### config.mk
export PLATFORM = sky130hd
export DESIGN_NAME = gamepad_serial_port
export DESIGN_NICKNAME = d
export VERILOG_FILES = /design/src/rtl/pad_pkg.sv /design/src/rtl/pad_bus_decode.sv /design/src/rtl/pad_strobe_ctl.sv /design/src/rtl/pad_shifter.sv /design/src/rtl/gamepad_serial_port.sv
export SDC_FILE = /design/constraint.sdc
export NUM_CORES = 1
export LEC_CHECK = 0
export BUFFER_PORTS_ARGS = -buffer_cell sky130_fd_sc_hd__buf_2
export CAP_MARGIN = 20
export CELL_PAD_IN_SITES_DETAIL_PLACEMENT = 1
export CELL_PAD_IN_SITES_GLOBAL_PLACEMENT = 2
export CORE_ASPECT_RATIO = 0.7
export CORE_MARGIN = 2
export CORE_UTILIZATION = 22
export DETAILED_ROUTE_END_ITERATION = 16
export GPL_TIMING_DRIVEN = 1
export MAX_ROUTING_LAYER = met4
export PLACE_DENSITY_LB_ADDON = 0.1
export SYNTH_ARGS = -nofsm -noshare
export SYNTH_HDL_FRONTEND = slang
export SYNTH_SLANG_ARGS = --single-unit
### constraint.sdc
create_clock -name clk -period 1.54 [get_ports clk]
set_input_delay 0.308 -clock clk [delete_from_list [all_inputs] [get_ports clk]]
set_output_delay 0.308 -clock clk [all_outputs]
set_load 0.05 [all_outputs]
### src/rtl/pad_pkg.sv
package pad_pkg;

    localparam int BTN_COUNT      = 8;
    localparam int PORT_COUNT     = 2;
    localparam int BUS_ADDR_W     = 16;
    localparam int BUS_DATA_W     = 8;
    localparam logic [BUS_ADDR_W-1:0] PAD_BASE_ADDR = 16'h4016;

    // Serial position of each button in a pad's stream
    typedef enum logic [2:0] {
        BTN_A      = 3'd0,
        BTN_B      = 3'd1,
        BTN_SELECT = 3'd2,
        BTN_START  = 3'd3,
        BTN_UP     = 3'd4,
        BTN_DOWN   = 3'd5,
        BTN_LEFT   = 3'd6,
        BTN_RIGHT  = 3'd7
    } btn_pos_e;

    typedef struct packed {
        logic strobe_wr;
        logic strobe_val;
    } strobe_cmd_t;

    // True when addr names port idx
    function automatic logic port_hit(input logic [BUS_ADDR_W-1:0] addr,
                                      input logic [BUS_ADDR_W-1:0] base,
                                      input int unsigned idx);
        return addr == (base + BUS_ADDR_W'(idx));
    endfunction

endpackage

### src/rtl/pad_bus_decode.sv
module pad_bus_decode
    import pad_pkg::*;
#(
    parameter int ADDR_W = BUS_ADDR_W,
    parameter int DATA_W = BUS_DATA_W,
    parameter int NPORTS = PORT_COUNT,
    parameter logic [ADDR_W-1:0] BASE = PAD_BASE_ADDR
) (
    input  logic              bus_wr,
    input  logic              bus_rd,
    input  logic [ADDR_W-1:0] bus_addr,
    input  logic [DATA_W-1:0] bus_wdata,
    output strobe_cmd_t       cmd,
    output logic [NPORTS-1:0] rd_sel
);

    always_comb begin
        cmd.strobe_wr  = bus_wr && (bus_addr == BASE);
        cmd.strobe_val = bus_wdata[0];
    end

    for (genvar p = 0; p < NPORTS; p++) begin : g_sel
        assign rd_sel[p] = bus_rd && port_hit(bus_addr, BASE, p);
    end

endmodule

### src/rtl/pad_strobe_ctl.sv
module pad_strobe_ctl
    import pad_pkg::*;
(
    input  logic        clk,
    input  logic        rst,
    input  strobe_cmd_t cmd,
    output logic        strobe_q
);

    always_ff @(posedge clk) begin
        if (rst)
            strobe_q <= 1'b0;
        else if (cmd.strobe_wr)
            strobe_q <= cmd.strobe_val;
    end


    strobe_hold_chk: assert property (@(posedge clk) disable iff (rst)
        !cmd.strobe_wr |=> $stable(strobe_q));


    strobe_take_chk: assert property (@(posedge clk) disable iff (rst)
        cmd.strobe_wr |=> strobe_q == $past(cmd.strobe_val));

endmodule

### src/rtl/pad_shifter.sv
module pad_shifter #(
    parameter int WIDTH = 8
) (
    input  logic             clk,
    input  logic             rst,
    input  logic             load,
    input  logic             shift,
    input  logic [WIDTH-1:0] buttons,
    output logic             head_bit
);

    logic [WIDTH-1:0] sreg_q;

    always_ff @(posedge clk) begin
        if (rst)
            sreg_q <= '1;
        else if (load)
            sreg_q <= buttons;
        else if (shift)
            sreg_q <= {1'b1, sreg_q[WIDTH-1:1]};
    end

    assign head_bit = sreg_q[0];


    load_capture_chk: assert property (@(posedge clk) disable iff (rst)
        load |=> sreg_q == $past(buttons));


    fill_one_chk: assert property (@(posedge clk) disable iff (rst)
        (shift && !load) |=> sreg_q[WIDTH-1]);


    idle_hold_chk: assert property (@(posedge clk) disable iff (rst)
        (!load && !shift) |=> $stable(sreg_q));

endmodule

### src/rtl/gamepad_serial_port.sv
module gamepad_serial_port
    import pad_pkg::*;
#(
    parameter int ADDR_W = BUS_ADDR_W,
    parameter int DATA_W = BUS_DATA_W,
    parameter int NBTN   = BTN_COUNT,
    parameter logic [ADDR_W-1:0] BASE = PAD_BASE_ADDR
) (
    input  logic              clk,
    input  logic              rst,
    input  logic [ADDR_W-1:0] bus_addr,
    input  logic              bus_wr,
    input  logic              bus_rd,
    input  logic [DATA_W-1:0] bus_wdata,
    output logic [DATA_W-1:0] bus_rdata,
    input  logic [NBTN-1:0]   pad0_buttons,
    input  logic [NBTN-1:0]   pad1_buttons
);

    localparam int NPORTS = 2;

    strobe_cmd_t       cmd;
    logic [NPORTS-1:0] rd_sel;
    logic              strobe_q;
    logic [NBTN-1:0]   pad_btn [NPORTS];
    logic [NPORTS-1:0] head;
    logic [NPORTS-1:0] port_bit;
    logic              read_bit;

    assign pad_btn[0] = pad0_buttons;
    assign pad_btn[1] = pad1_buttons;

    pad_bus_decode #(
        .ADDR_W (ADDR_W),
        .DATA_W (DATA_W),
        .NPORTS (NPORTS),
        .BASE   (BASE)
    ) u_dec (
        .bus_wr    (bus_wr),
        .bus_rd    (bus_rd),
        .bus_addr  (bus_addr),
        .bus_wdata (bus_wdata),
        .cmd       (cmd),
        .rd_sel    (rd_sel)
    );

    pad_strobe_ctl u_strobe (
        .clk      (clk),
        .rst      (rst),
        .cmd      (cmd),
        .strobe_q (strobe_q)
    );

    for (genvar p = 0; p < NPORTS; p++) begin : g_port
        pad_shifter #(.WIDTH(NBTN)) u_shift (
            .clk      (clk),
            .rst      (rst),
            .load     (strobe_q),
            .shift    (rd_sel[p]),
            .buttons  (pad_btn[p]),
            .head_bit (head[p])
        );
        // Live A button while strobed, frozen head otherwise
        assign port_bit[p] = rd_sel[p] & (strobe_q ? pad_btn[p][0] : head[p]);
    end

    assign read_bit  = |port_bit;
    assign bus_rdata = DATA_W'(read_bit);


    idle_zero_chk: assert property (@(posedge clk) disable iff (rst)
        !bus_rd |-> bus_rdata == '0);


    live_a0_chk: assert property (@(posedge clk) disable iff (rst)
        (strobe_q && rd_sel[0]) |-> bus_rdata[0] == pad0_buttons[0]);


    sel_onehot_chk: assert property (@(posedge clk) disable iff (rst)
        $onehot0(rd_sel));

endmodule

* Word-level counts from Yosys, hierarchy flattened
Cells that the tools add are included.
** Storage, ports and cells
- Register bits after elaboration :: 17
- Input bits :: 44
- Output and inout port bits :: 8
- Logic and storage cells :: 19
** Cells by class
- Equal/unequal tests :: 2
- Multiplexer cells :: 6
- Bitwise gates (word level) :: 2
- Reduce and logical (&&, ||, !) cells :: 6
** Operator list (number)
- equality test 16 x 15 -> 1 bit, second input constant :: 2
- 2-to-1 mux 8 bit :: 4
- nonzero test 2 bit :: 2
- logical AND 1 bit :: 3
- bitwise AND 1 bit :: 2
- 2-to-1 mux 1 bit :: 2
- OR reduction 2 bit :: 1

* Longest topological paths before layout
Gate-level depths: netlist of run 1.
- Word-level depth :: 4
- Mapped depth :: 6
- Gate-level depth less buffers :: 4

* By module
A second synthesis of run 1 with hierarchy kept.
** Second synthesis, totals
- Cell total of the unflattened synthesis :: 95
- Area, all modules :: 943.4 um2
** By module, submodules not included
- pad_shifter :: instances 2, cells each 35, area each 365.4 um2, seq. area each 160.2 um2
- gamepad_serial_port :: instances 1, cells each 12, area each 95.1 um2, seq. area each 0.0 um2
- pad_bus_decode :: instances 1, cells each 10, area each 83.8 um2, seq. area each 0.0 um2
- pad_strobe_ctl :: instances 1, cells each 3, area each 33.8 um2, seq. area each 20.0 um2

* Worst setup path after synthesis of run 1
No wires, ideal clock.
- Path type :: input port to output port
- From :: input bus_addr[13]
- To :: output bus_rdata[0]
- Arrival :: 1.301 ns
- Data required time :: 1.232 ns
- Setup slack :: -0.069 ns
- Stages :: 5
- Buffers on the path :: 1
- Path through :: nor4b_4 -> and4_1 -> nand2_1 -> o22ai_1 -> buf_4
** Between the ends
- Word-level cells in the longest chain between the ends :: 4
- Elaborated cells on any way between the ends :: 7
- Classes of those cells :: eq/ne (2); bitwise (2); reduce/logical (3)
** Ends and longest elaborated chain
- start: declaration :: line gamepad_serial_port.sv:11 : input logic [ADDR_W-1:0] bus_addr,
- equality test 16 x 15 -> 1 bit :: line pad_pkg.sv:30 : return addr == (base + BUS_ADDR_W'(idx));
- logical AND 1 bit :: line pad_bus_decode.sv:23 : assign rd_sel[p] = bus_rd && port_hit(bus_addr, BASE, p);
- bitwise AND 1 bit :: line gamepad_serial_port.sv:64 : assign port_bit[p] = rd_sel[p] & (strobe_q ? pad_btn[p][0] : head[p]);
- OR reduction 2 bit * :: line gamepad_serial_port.sv:67 : assign read_bit = |port_bit;
- end: declaration :: line gamepad_serial_port.sv:15 : output logic [DATA_W-1:0] bus_rdata,
Mark *: on every way between the ends. The rest lies on a longest branch, timed or not.

* Worst setup path after layout of run 1
- From :: input bus_addr[6]
- To :: output bus_rdata[0]
Same word-level chain as after synthesis.

==> metrics.txt, run 1 <==
outcome=complete, but fails checks; failing checks=negative setup slack; vias in the first global route=about 1200; worst skew pair latency=roughly 0.25 ns; Crit Path Category=in2out; Post-route DRC=0; Mean Syn Cell Area=about 8.3 sq um; gr usage total=13.6%; hold buffers post-CTS=0; Synth area leader=dfxtp_1; final setup margin=-0.148 ns; die area=roughly 0.0054 sq mm; IO Pins=52; CP Cell Sequence=buf_2 -> nor4b_2 -> and4_4 -> nand2_2 -> o22ai_2 -> buf_6; chip width=~87 um; WL met1=roughly 1.9 mm; placed insts=between 200 and 250; library cells used by synthesis=36; Switching Share=27.5%; Setup crit end kind=primary output; Post-Route WL=3.71 mm; Seq pwr share=between 40 and 50%; Top FF cell, synth=dfxtp_1; wire length of the first global-routing pass=between 5 and 6 mm; routed len/inst=16.1 um; Core Footprint=0.00473 sq mm; maxcap violations=0; sequential share of the synthesized area=about a third; root buf cell=clkbuf_8; pre-CTS setup slack=-0.373 ns; Gate power share=between 15 and 20%; Internal Pwr Total=~0.69 mW; post-DR vias/cell=approximately 5; final slew viol count=0; fin area=around 0.0015 sq mm; top-area cell type share of the netlist area=approximately a third; Critical Path Source Type=input pin; Slew @ Worst Pin=about 0.49 ns; CTS buffer count=3; Post-Syn Area=0.00107 sq mm; HPWL after detailed placement=about 2.7 mm; top cells by area, synth=dfxtp_1, nor3_1, buf_4; RSZ-0062 raised after global routing=yes; Longest Clk Path Bufs=2; GRT overflow=0; CTS tree=yes; Pleak=between 0.5 and 0.6 nW; CP max stage delay=a little under 0.3 ns; routed wl met3=around 130 um; Final GP Congestion=approximately 0.73; Final Hold Vio Count=0; Max Clk Rate=between 500 and 600 MHz; top-count cell post-synth=nor3_1; Hold Crit Start=pad0_buttons[3]; worst reg2reg startpoint=u_strobe.strobe_q; initial antenna violation count=0; fillers=about 580; CP Max Fanout=3; row count=21; Met2 Wirelength=1.71 mm; Max VDD drop=378 uV; slew margin rel.=66.2%; fin crit share=110%; Worst Setup SP=bus_addr[6]; vias=about 1100; setup violators final=1; cell count after synthesis=128; Worst EP required=around 1.2 ns; CP max stage cell=nor4b_2; NumNets Final=about 220; hold crit path type=in2reg; H-tree depth=1; fraction of layout cells with a size suffix above 1=a little over two fifths; clock-pin slew on the worst setup and hold paths=~0.070 ns; clk_skew=0.00442 ns; fraction of registers with async set/reset=0%; highest metal used=met4; worst path arrival time=around 1.4 ns; Clk pwr share=a little over a third; CTS Sinks=17; total power=around 0.95 mW; antenna diode count=0; drt pass-1 iters=4; largest net degree at the start of global routing=30; DR iter-0 viols=24; Post-DRT Antenna Nets=0; die height=roughly 62 um; Power Dens Cells=between 600 and 700 mW/mm^2; Post-synth EDFFs=0; initial core utilization=about 23%; Synth top cells by count=nor3_1, dfxtp_1, buf_4; clock period minus worst slack=between 1.5 and 2 ns; placed standard-cell area=0.00135 sq mm; area grow syn2layout=40.0%; synthesis-stage register bit count=17; non-filler cells in the finished layout=230; YS warnings=0; buffers added on ports=37; P_sw=0.260 mW
==> kinds of logic (layout without fill, tap and decap cells) <==
logic type / Yosys count / count (layout) / share of synthesized area, %
AO/OA/AOI/OAI: 29 / 29 / 19.8
other: 1 / 7 / 0.351
AND/OR/NAND/NOR: 57 / 57 / 34.1
buffers and inverters: 22 / 61 / 12.1
flip-flops: 17 / 17 / 31.9
multiplexers: 2 / 2 / 1.87
==> routing by layer <==
layer	vias up	GRT usage, %
li1	563	-
met1	553	18.4
met2	22	21.2
met3	2	2.79
met4	0	2.31
met5	-	-
==> cell usage in the layout, fill, tap and decap left out <==
cell type   n
a2111oi_0   2
a211oi_1    4
a21oi_1     4
a21oi_2     1
a311oi_1    1
and3_1      1
and4_4      2
and4b_1     1
buf_2      32
buf_4      18
buf_6       5
clkbuf_8    3
clkinv_2    1
conb_1      7
dfxtp_1    17
inv_1       2
mux2i_1     2
nand2_1     2
nand2_2     1
nand2b_1    1
nand3_1     7
nand4_1     2
nor2_1      4
nor3_1     24
nor4_4      1
nor4b_2     1
nor4b_4     2
nor4bb_2    1
nor4bb_4    1
o211a_1     3
o21ai_0     6
o21bai_1    2
o221a_2     1
o22ai_2     1
o311a_1     3
o31ai_1     1
or3_1       5
or4b_4      1
==> critical path: cells and delay by family <==
kind            cells  cell delay (ns)
simple gates        3             0.62
buf+inv             2             0.29
compound gates      1             0.15
==> through the flow <==
stage               hold WS [ns]  TNS (ns)  util, %
floorplan                  0.464   -0.0531        -
global placement           0.496     -4.49     28.5
detailed placement         0.529     -5.21     28.5
CTS                        0.296    -0.195     30.5
global route               0.297    -0.240     31.6
finish                     0.300    -0.148     31.6
==> power by group through the flow <==
stage / registers, mW / logic, mW / clock network (mW)
6_report: 0.439 / 0.169 / 0.338
5_1_grt: 0.439 / 0.180 / 0.369
4_1_cts: 0.439 / 0.158 / 0.348
3_5_place_dp: 0.449 / 0.149 / 0
3_3_place_gp: 0.449 / 0.147 / 0
2_1_floorplan: 0.449 / 0.0853 / 0
==> repair_timing <==
| action | in CTS | in global routing |
|---|---|---|
| pin swaps | 4 | 7 |
| gates resized for setup | 6 | 12 |
| endpoints found under the setup margin | 14 | 15 |
| setup buffers | 3 | 0 |
| hold endpoints to repair | 0 | 0 |
==> sequential cells by signal (all words and copies together), names as in the netlist <==
signal,cells
g_port.u_shift.sreg_q,16
u_strobe.strobe_q,1
==> cell type report <==
class | count | area [sq um] | area share, %
timing repair buffer | 55 | 352 | 23.5
sequential | 17 | 340 | 22.7
multi-input combinational | 95 | 679 | 45.4
clock inverter | 1 | 5.00 | 0.334
clock buffer | 3 | 41.3 | 2.76
tap | 57 | 71.3 | 4.77
inverter | 2 | 7.51 | 0.502
==> worst paths after layout <==
check                                 to  slack [ns]  cells past startpoint
max                         bus_rdata[0]       -0.15                      6
min          g_port[0].u_shift.sreg_q[3]        0.30                      2
max reg2reg  g_port[1].u_shift.sreg_q[1]        0.21                      4
min reg2reg  g_port[0].u_shift.sreg_q[7]        0.53                      2
Power figures use the tool's default switching activity.
==> run 2, diff against run 1 <==
ABC_AREA = 1   (was not set)
CORE_UTILIZATION = 21   (was 22)
==> metrics.txt, run 2 <==
outcome=complete, no violations; Setup crit end kind=primary output; Max Clk Rate=674 MHz (+14%); largest net degree at the start of global routing=18 (-40%); worst reg2reg startpoint=u_strobe.strobe_q; fin area=0.00165 sq mm (+10%); top cells by area, synth=dfxtp_1, nand2_1, nand4_1; CP max stage cell=buf_6; Mean Syn Cell Area=6.39 sq um (-23%); clk_skew=0.00712 ns (+0.00270 ns); routed len/inst=12.2 um (-25%); IO Pins=52 (unchanged); hold buffers post-CTS=0 (unchanged); YS warnings=0 (unchanged); cell count after synthesis=188 (+47%); Crit Path Category=in2out; Worst Setup SP=bus_addr[11]; top-count cell post-synth=nand2_1; clock period minus worst slack=1.48 ns (-0.205 ns); Synth top cells by count=nand2_1, inv_1, nor2_1; worst path arrival time=1.18 ns (-0.20 ns); largest family of logic cells by synthesized area=simple AND/OR/NAND/NOR gates; CTS buffer count=3 (unchanged); Largest regs=g_port.u_shift.sreg_q: 16 flops, u_strobe.strobe_q: 1 flops; Post-DRT Antenna Nets=0 (unchanged); post-DR vias/cell=4.38 (-12%); placed insts=301 (+34%); register area=345 sq um (+1.5%); sequential share of the synthesized area=28.3% (-3.5 points); WP buf/inv=3 (+1); CTS Sinks=17 (unchanged); wire length of the first global-routing pass=6.08 mm (+5.2%); Synth Area in Simple Gates=48.3% (+14 points); Worst Hold End=g_port[1].u_shift.sreg_q[5]; Final Hold Vio Count=0 (unchanged); Power Dens Cells=584 mW/mm^2 (-7.6%); fraction of layout cells with a size suffix above 1=37.4% (-4.2 points); fillers=699 (+22%); non-filler cells in the finished layout=307 (+33%); pre-CTS setup slack=-0.112 ns (+0.261 ns); hold path depth=3 (+1); final setup margin=0.0567 ns (+0.205 ns); initial core utilization=22.4% (-0.21 points); row count=22 (+4.8%); initial antenna violation count=0 (unchanged); xor/xnor share of the synthesized area=0% (unchanged); combined area of the multi-input logic cells=753 sq um (+11%); slack of the worst reg-to-reg path=0.42 ns (+0.21 ns); H-tree depth=1 (unchanged); fin crit share=96.3% (-13 points); Post-synth EDFFs=0 (unchanged); drt pass-1 iters=4 (unchanged); Worst EP required=1.23 ns (about the same); area grow syn2layout=37.5%; Setup TNS=0 ns (+0.148 ns); Synth area leader=dfxtp_1; maxcap violations=0 (unchanged); worst skew pair latency=0.25 ns (about the same); Top FF cell, synth=dfxtp_1; hold crit path type=in2reg; R2R Path End=g_port[0].u_shift.sreg_q[7]; DR iter-0 viols=32 (+33%); library cells used by synthesis=23 (-36%); mux contribution to synthesized area=0% (-1.9 points); clock-pin slew on the worst setup and hold paths=0.07 ns (about the same); Core Footprint=0.00537 sq mm (+13%); Largest delay share family, worst path=simple AND/OR/NAND/NOR gates; Pleak=0.897 nW (+51%); vias in the first global route=1360 (+13%); NumNets Final=280 (+28%); leading cell type in the layout, fill and taps excluded=nand2_1; Post-route DRC=0 (unchanged); most frequent cells in the layout=nand2_1, buf_2, inv_1; RSZ-0062 raised after global routing=yes; largest register by flop count=g_port.u_shift.sreg_q; die height=67.3 um (+8.0%); vias=1346 (+18%); Hold Crit Start=pad1_buttons[5]; Synth Area in Compound Gates=7.08% (-13 points); fraction of registers with async set/reset=0% (unchanged); Post-Route WL=3.73 mm (+0.62%); Post-Syn Area=0.00120 sq mm (+12%); GRT overflow=0 (unchanged); Max VDD drop=420 uV (+11%); CTS tree=yes; final slew viol count=0 (unchanged); Adder-Cell Fraction of Synth Area=0% (unchanged); HPWL after detailed placement=2.83 mm (+5.7%); gr usage total=12.7% (-0.86 points); top-area cell type share of the netlist area=28.3% (-3.5 points); total power=0.965 mW (+2.0%); CP Cell Sequence=buf_2 -> nor2_4 -> nand2_2 -> nor2_4 -> inv_2 -> nor2_4 -> nand3b_1 -> nand2_1 -> buf_6; CP Max Fanout=2 (-1); CP max stage delay=0.16 ns (-0.13 ns); chip width=94.4 um (+8.1%); Largest register FFs=16 (unchanged); placed standard-cell area=0.00150 sq mm (+11%); Worst Reg-to-Reg Cells=5 (+1); root buf cell=clkbuf_8; Longest Clk Path Bufs=2 (unchanged); Critical Path Source Type=input pin; synthesis-stage register bit count=17 (unchanged); die area=0.00635 sq mm (+17%); Final GP Congestion=0.687 (-5.6%); Crit path top cell by count=nor2_4; antenna diode count=0 (unchanged); setup violators final=0 (-1); buffers added on ports=37 (unchanged)
run 2: cell types whose count changed after synthesis, sizes merged, moves of 11 or more:
cell / change
nand2: +45
nor2: +24
nor3: -24
inv: +23
nand4: +14
nand3: +12
a21oi: +11
run 2: worst min-delay path: stages:
cell     delay (ns)
buf_2          0.08
a21oi_1        0.05
nand2_1        0.05
run 2: routing by layer:
metal,global-route usage (%),routed length [um]
met5,-,0
met4,2.72,27
met3,2.57,170
met2,22.7,1790
met1,15.1,1740
run 2: worst max-delay path by stage:
stage	end	slack (ns)	depth (start not counted)
after global placement	bus_rdata[0]	-0.10	9
after CTS	bus_rdata[0]	0.0005	9
after global routing	bus_rdata[0]	-0.03	9
final	bus_rdata[0]	0.06	9
after detailed placement	bus_rdata[0]	-0.11	9
after floorplan	bus_rdata[0]	0.06	8
run 2: layout make-up:
| type | count | area share (%) |
|---|---|---|
| flip-flops and latches | 17 | 20.9 |
| repair buffers | 52 | 19.5 |
| clock buffers | 3 | 2.50 |
| well taps | 72 | 5.45 |
| clock inverters | 1 | 0.303 |
| multi-input cells | 137 | 45.6 |
| inverters | 25 | 5.68 |
run 2: kinds of logic after synthesis:
group,count (synthesis)
other,1
flip-flops,17
AND/OR/NAND/NOR,113
buffers and inverters,40
AO/OA/AOI/OAI,17
run 2: through the flow:
stage / util, % / hold slack, ns
3_5_place_dp: 27.9 / 0.483
5_1_grt: 30.8 / 0.271
2_1_floorplan: - / 0.432
3_3_place_gp: 27.9 / 0.469
4_1_cts: 29.3 / 0.253
6_report: 30.8 / 0.263
run 2: what timing repair did:
action	in CTS	in global routing
resized for setup	9	20
pin swaps	4	12
setup endpoints to repair	1	1
buffers inserted	0	2
run 2: power breakdown:
group          internal [mW]  switching, mW
logic                 0.0715          0.116
registers              0.437     0.00000528
clock network          0.179          0.160
==> run 3, diff against run 2 <==
CORE_UTILIZATION = 23   (was 21)
clock period = 1.6 ns   (was 1.54 ns; I/O delays follow)
==> metrics.txt, run 3 (synthesized netlist as in run 2, its figures left out) <==
Critical Path Source Type=input pin; fin area=0.00161 sq mm (-2.4%); Longest Clk Path Bufs=2 (unchanged); Largest register FFs=16 (unchanged); CP max stage delay=0.16 ns (about the same); Seq pwr share=45.9% (+0.6 points); Clk pwr share=35.1% (about the same); worst path arrival time=1.23 ns (+0.05 ns); clock-pin slew on the worst setup and hold paths=0.07 ns (about the same); post-DR vias/cell=4.31 (-1.7%); routed len/inst=11.7 um (-3.9%); Max Clk Rate=approximately 640 MHz; maxcap violations=0 (unchanged); initial core utilization=24.4% (+2.1 points); antenna diode count=0 (unchanged); chip width=90.4 um (-4.3%); row count=21 (-4.5%); Internal Pwr Total=0.662 mW (-3.8%); Largest delay share family, worst path=simple AND/OR/NAND/NOR gates; CTS tree=yes; Post-DRT Antenna Nets=0 (unchanged); Crit path top cell by count=nor2_4; most frequent cells in the layout=nand2_1, buf_2, inv_1; wire length of the first global-routing pass=5.97 mm (-1.8%); outcome=complete, no violations; area grow syn2layout=34.2%; vias=1293 (-3.9%); H-tree depth=1 (unchanged); fin crit share=just under 100%; Crit Path Category=in2out; IO Pins=52 (unchanged); total power=0.921 mW (-4.6%); Post-route DRC=0 (unchanged); CTS Sinks=17 (unchanged); die area=0.00583 sq mm (-8.3%); HPWL after detailed placement=2.64 mm (-6.7%); worst skew pair latency=0.25 ns (about the same); largest net degree at the start of global routing=18 (unchanged); CP Cell Sequence=buf_6 -> nor2_4 -> nand2_2 -> nor2_4 -> inv_2 -> nor2_4 -> nand4_1 -> nand2_1 -> buf_6; clock period minus worst slack=between 1.5 and 2 ns; Gate power share=19.0% (-0.5 points); clk_skew=0.00742 ns (+0.000299 ns); vias in the first global route=1290 (-5.1%); Worst EP required=1.28 ns (+0.05 ns); hold crit path type=in2reg; fin util=32.8% (+2.0 points); Power Dens Cells=572 mW/mm^2 (-2.2%); DR iter-0 viols=64 (+100%); Setup TNS=0 ns (unchanged); WP buf/inv=3 (unchanged); GRT overflow=0 (unchanged); non-filler cells in the finished layout=300 (-2.3%); placed insts=295 (-2.0%); Largest regs=g_port.u_shift.sreg_q: 16 flops, u_strobe.strobe_q: 1 flops; Pleak=0.882 nW (-1.7%); CP Max Fanout=2 (unchanged); Setup crit end kind=primary output; CP max stage cell=buf_6; gr usage total=13.1% (+0.37 points); RSZ-0062 raised after global routing=yes; Max VDD drop=190 uV (-55%); Post-Route WL=3.51 mm (-6.1%); drt pass-1 iters=4 (unchanged); Core Footprint=0.00491 sq mm (-8.5%); CTS buffer count=3 (unchanged); leading cell type in the layout, fill and taps excluded=nand2_1; largest register by flop count=g_port.u_shift.sreg_q; root buf cell=clkbuf_8; Switching Share=28.1% (-0.57 points); fillers=650 (-7.0%); fraction of layout cells with a size suffix above 1=34.6% (-2.8 points); buffers added on ports=37 (unchanged); initial antenna violation count=0 (unchanged); placed standard-cell area=0.00147 sq mm (-1.8%); P_sw=0.259 mW (-6.5%); setup violators final=0 (unchanged); final slew viol count=0 (unchanged); NumNets Final=276 (-1.4%); Final GP Congestion=0.715 (+4.2%); Final Hold Vio Count=0 (unchanged); die height=64.5 um (-4.2%)
## run 3: cell count changes in the layout (fill, tap and decap cells not counted)
| cell | delta |
|---|---|
| inv_2 | -2 |
| nor2_1 | -1 |
| buf_4 | -4 |
| nand2_1 | +1 |
| a21oi_1 | +1 |
| dfxtp_4 | -1 |
| nand2_2 | -1 |
| nor2_4 | -1 |
| buf_6 | +1 |
| buf_2 | -1 |
| dfxtp_1 | +1 |
| inv_1 | +2 |
| a21oi_2 | -1 |
| nor2_2 | +2 |
## run 3: power by group through the flow
stage | Sequential, mW | Clock [mW] | Combinational [mW]
2_1_floorplan | 0.433 | 0 | 0.0978
3_3_place_gp | 0.433 | 0 | 0.151
3_5_place_dp | 0.433 | 0 | 0.157
4_1_cts | 0.423 | 0.344 | 0.158
5_1_grt | 0.423 | 0.363 | 0.192
6_report | 0.423 | 0.323 | 0.175
## run 3: layout make-up
class,count,area (sq um),area share [%]
well taps,69,86.3,5.36
flip-flops and latches,17,342,21.2
inverters,25,93.8,5.82
clock inverters,1,5.00,0.311
clock buffers,3,41.3,2.56
repair buffers,48,299,18.6
multi-input cells,137,744,46.2
## run 3: final timing paths
check | start | cells after the start | slack, ns | endpoint
min reg2reg | g_port[0].u_shift.sreg_q[2] | 2 | 0.49 | g_port[0].u_shift.sreg_q[2]
min | pad1_buttons[3] | 3 | 0.27 | g_port[1].u_shift.sreg_q[3]
max reg2reg | u_strobe.strobe_q | 5 | 0.45 | g_port[0].u_shift.sreg_q[7]
max | bus_addr[11] | 9 | 0.05 | bus_rdata[0]
## run 3: timing repair
| action | CTS | global route |
|---|---|---|
| hold buffers | 0 | 0 |
| gates resized for setup | 4 | 20 |
| pin swaps | 0 | 9 |
| setup buffers | 0 | 1 |
| setup endpoints to repair | 1 | 1 |
| gates cloned | 0 | 0 |
## run 3: worst min-delay path, stage by stage
cell and delay [ns]:
buf_2 0.07, a21oi_1 0.05, nand2_1 0.05
## run 3: metal layers
layer	vias to the layer above	part of all wire [%]	global-route usage, %
li1	674	-	-
met1	585	46	16.4
met2	29	47	21.5
met3	5	5.9	3.49
met4	0	0.88	2.88
met5	-	0	-
## run 3: stage by stage
| stage | hold WS [ns] | setup slack (ns) |
|---|---|---|
| 2_1_floorplan | 0.444 | 0.0996 |
| 3_3_place_gp | 0.468 | -0.0596 |
| 3_5_place_dp | 0.480 | -0.111 |
| 4_1_cts | 0.263 | 0.00995 |
| 5_1_grt | 0.272 | -0.0245 |
| 6_report | 0.271 | 0.0473 |
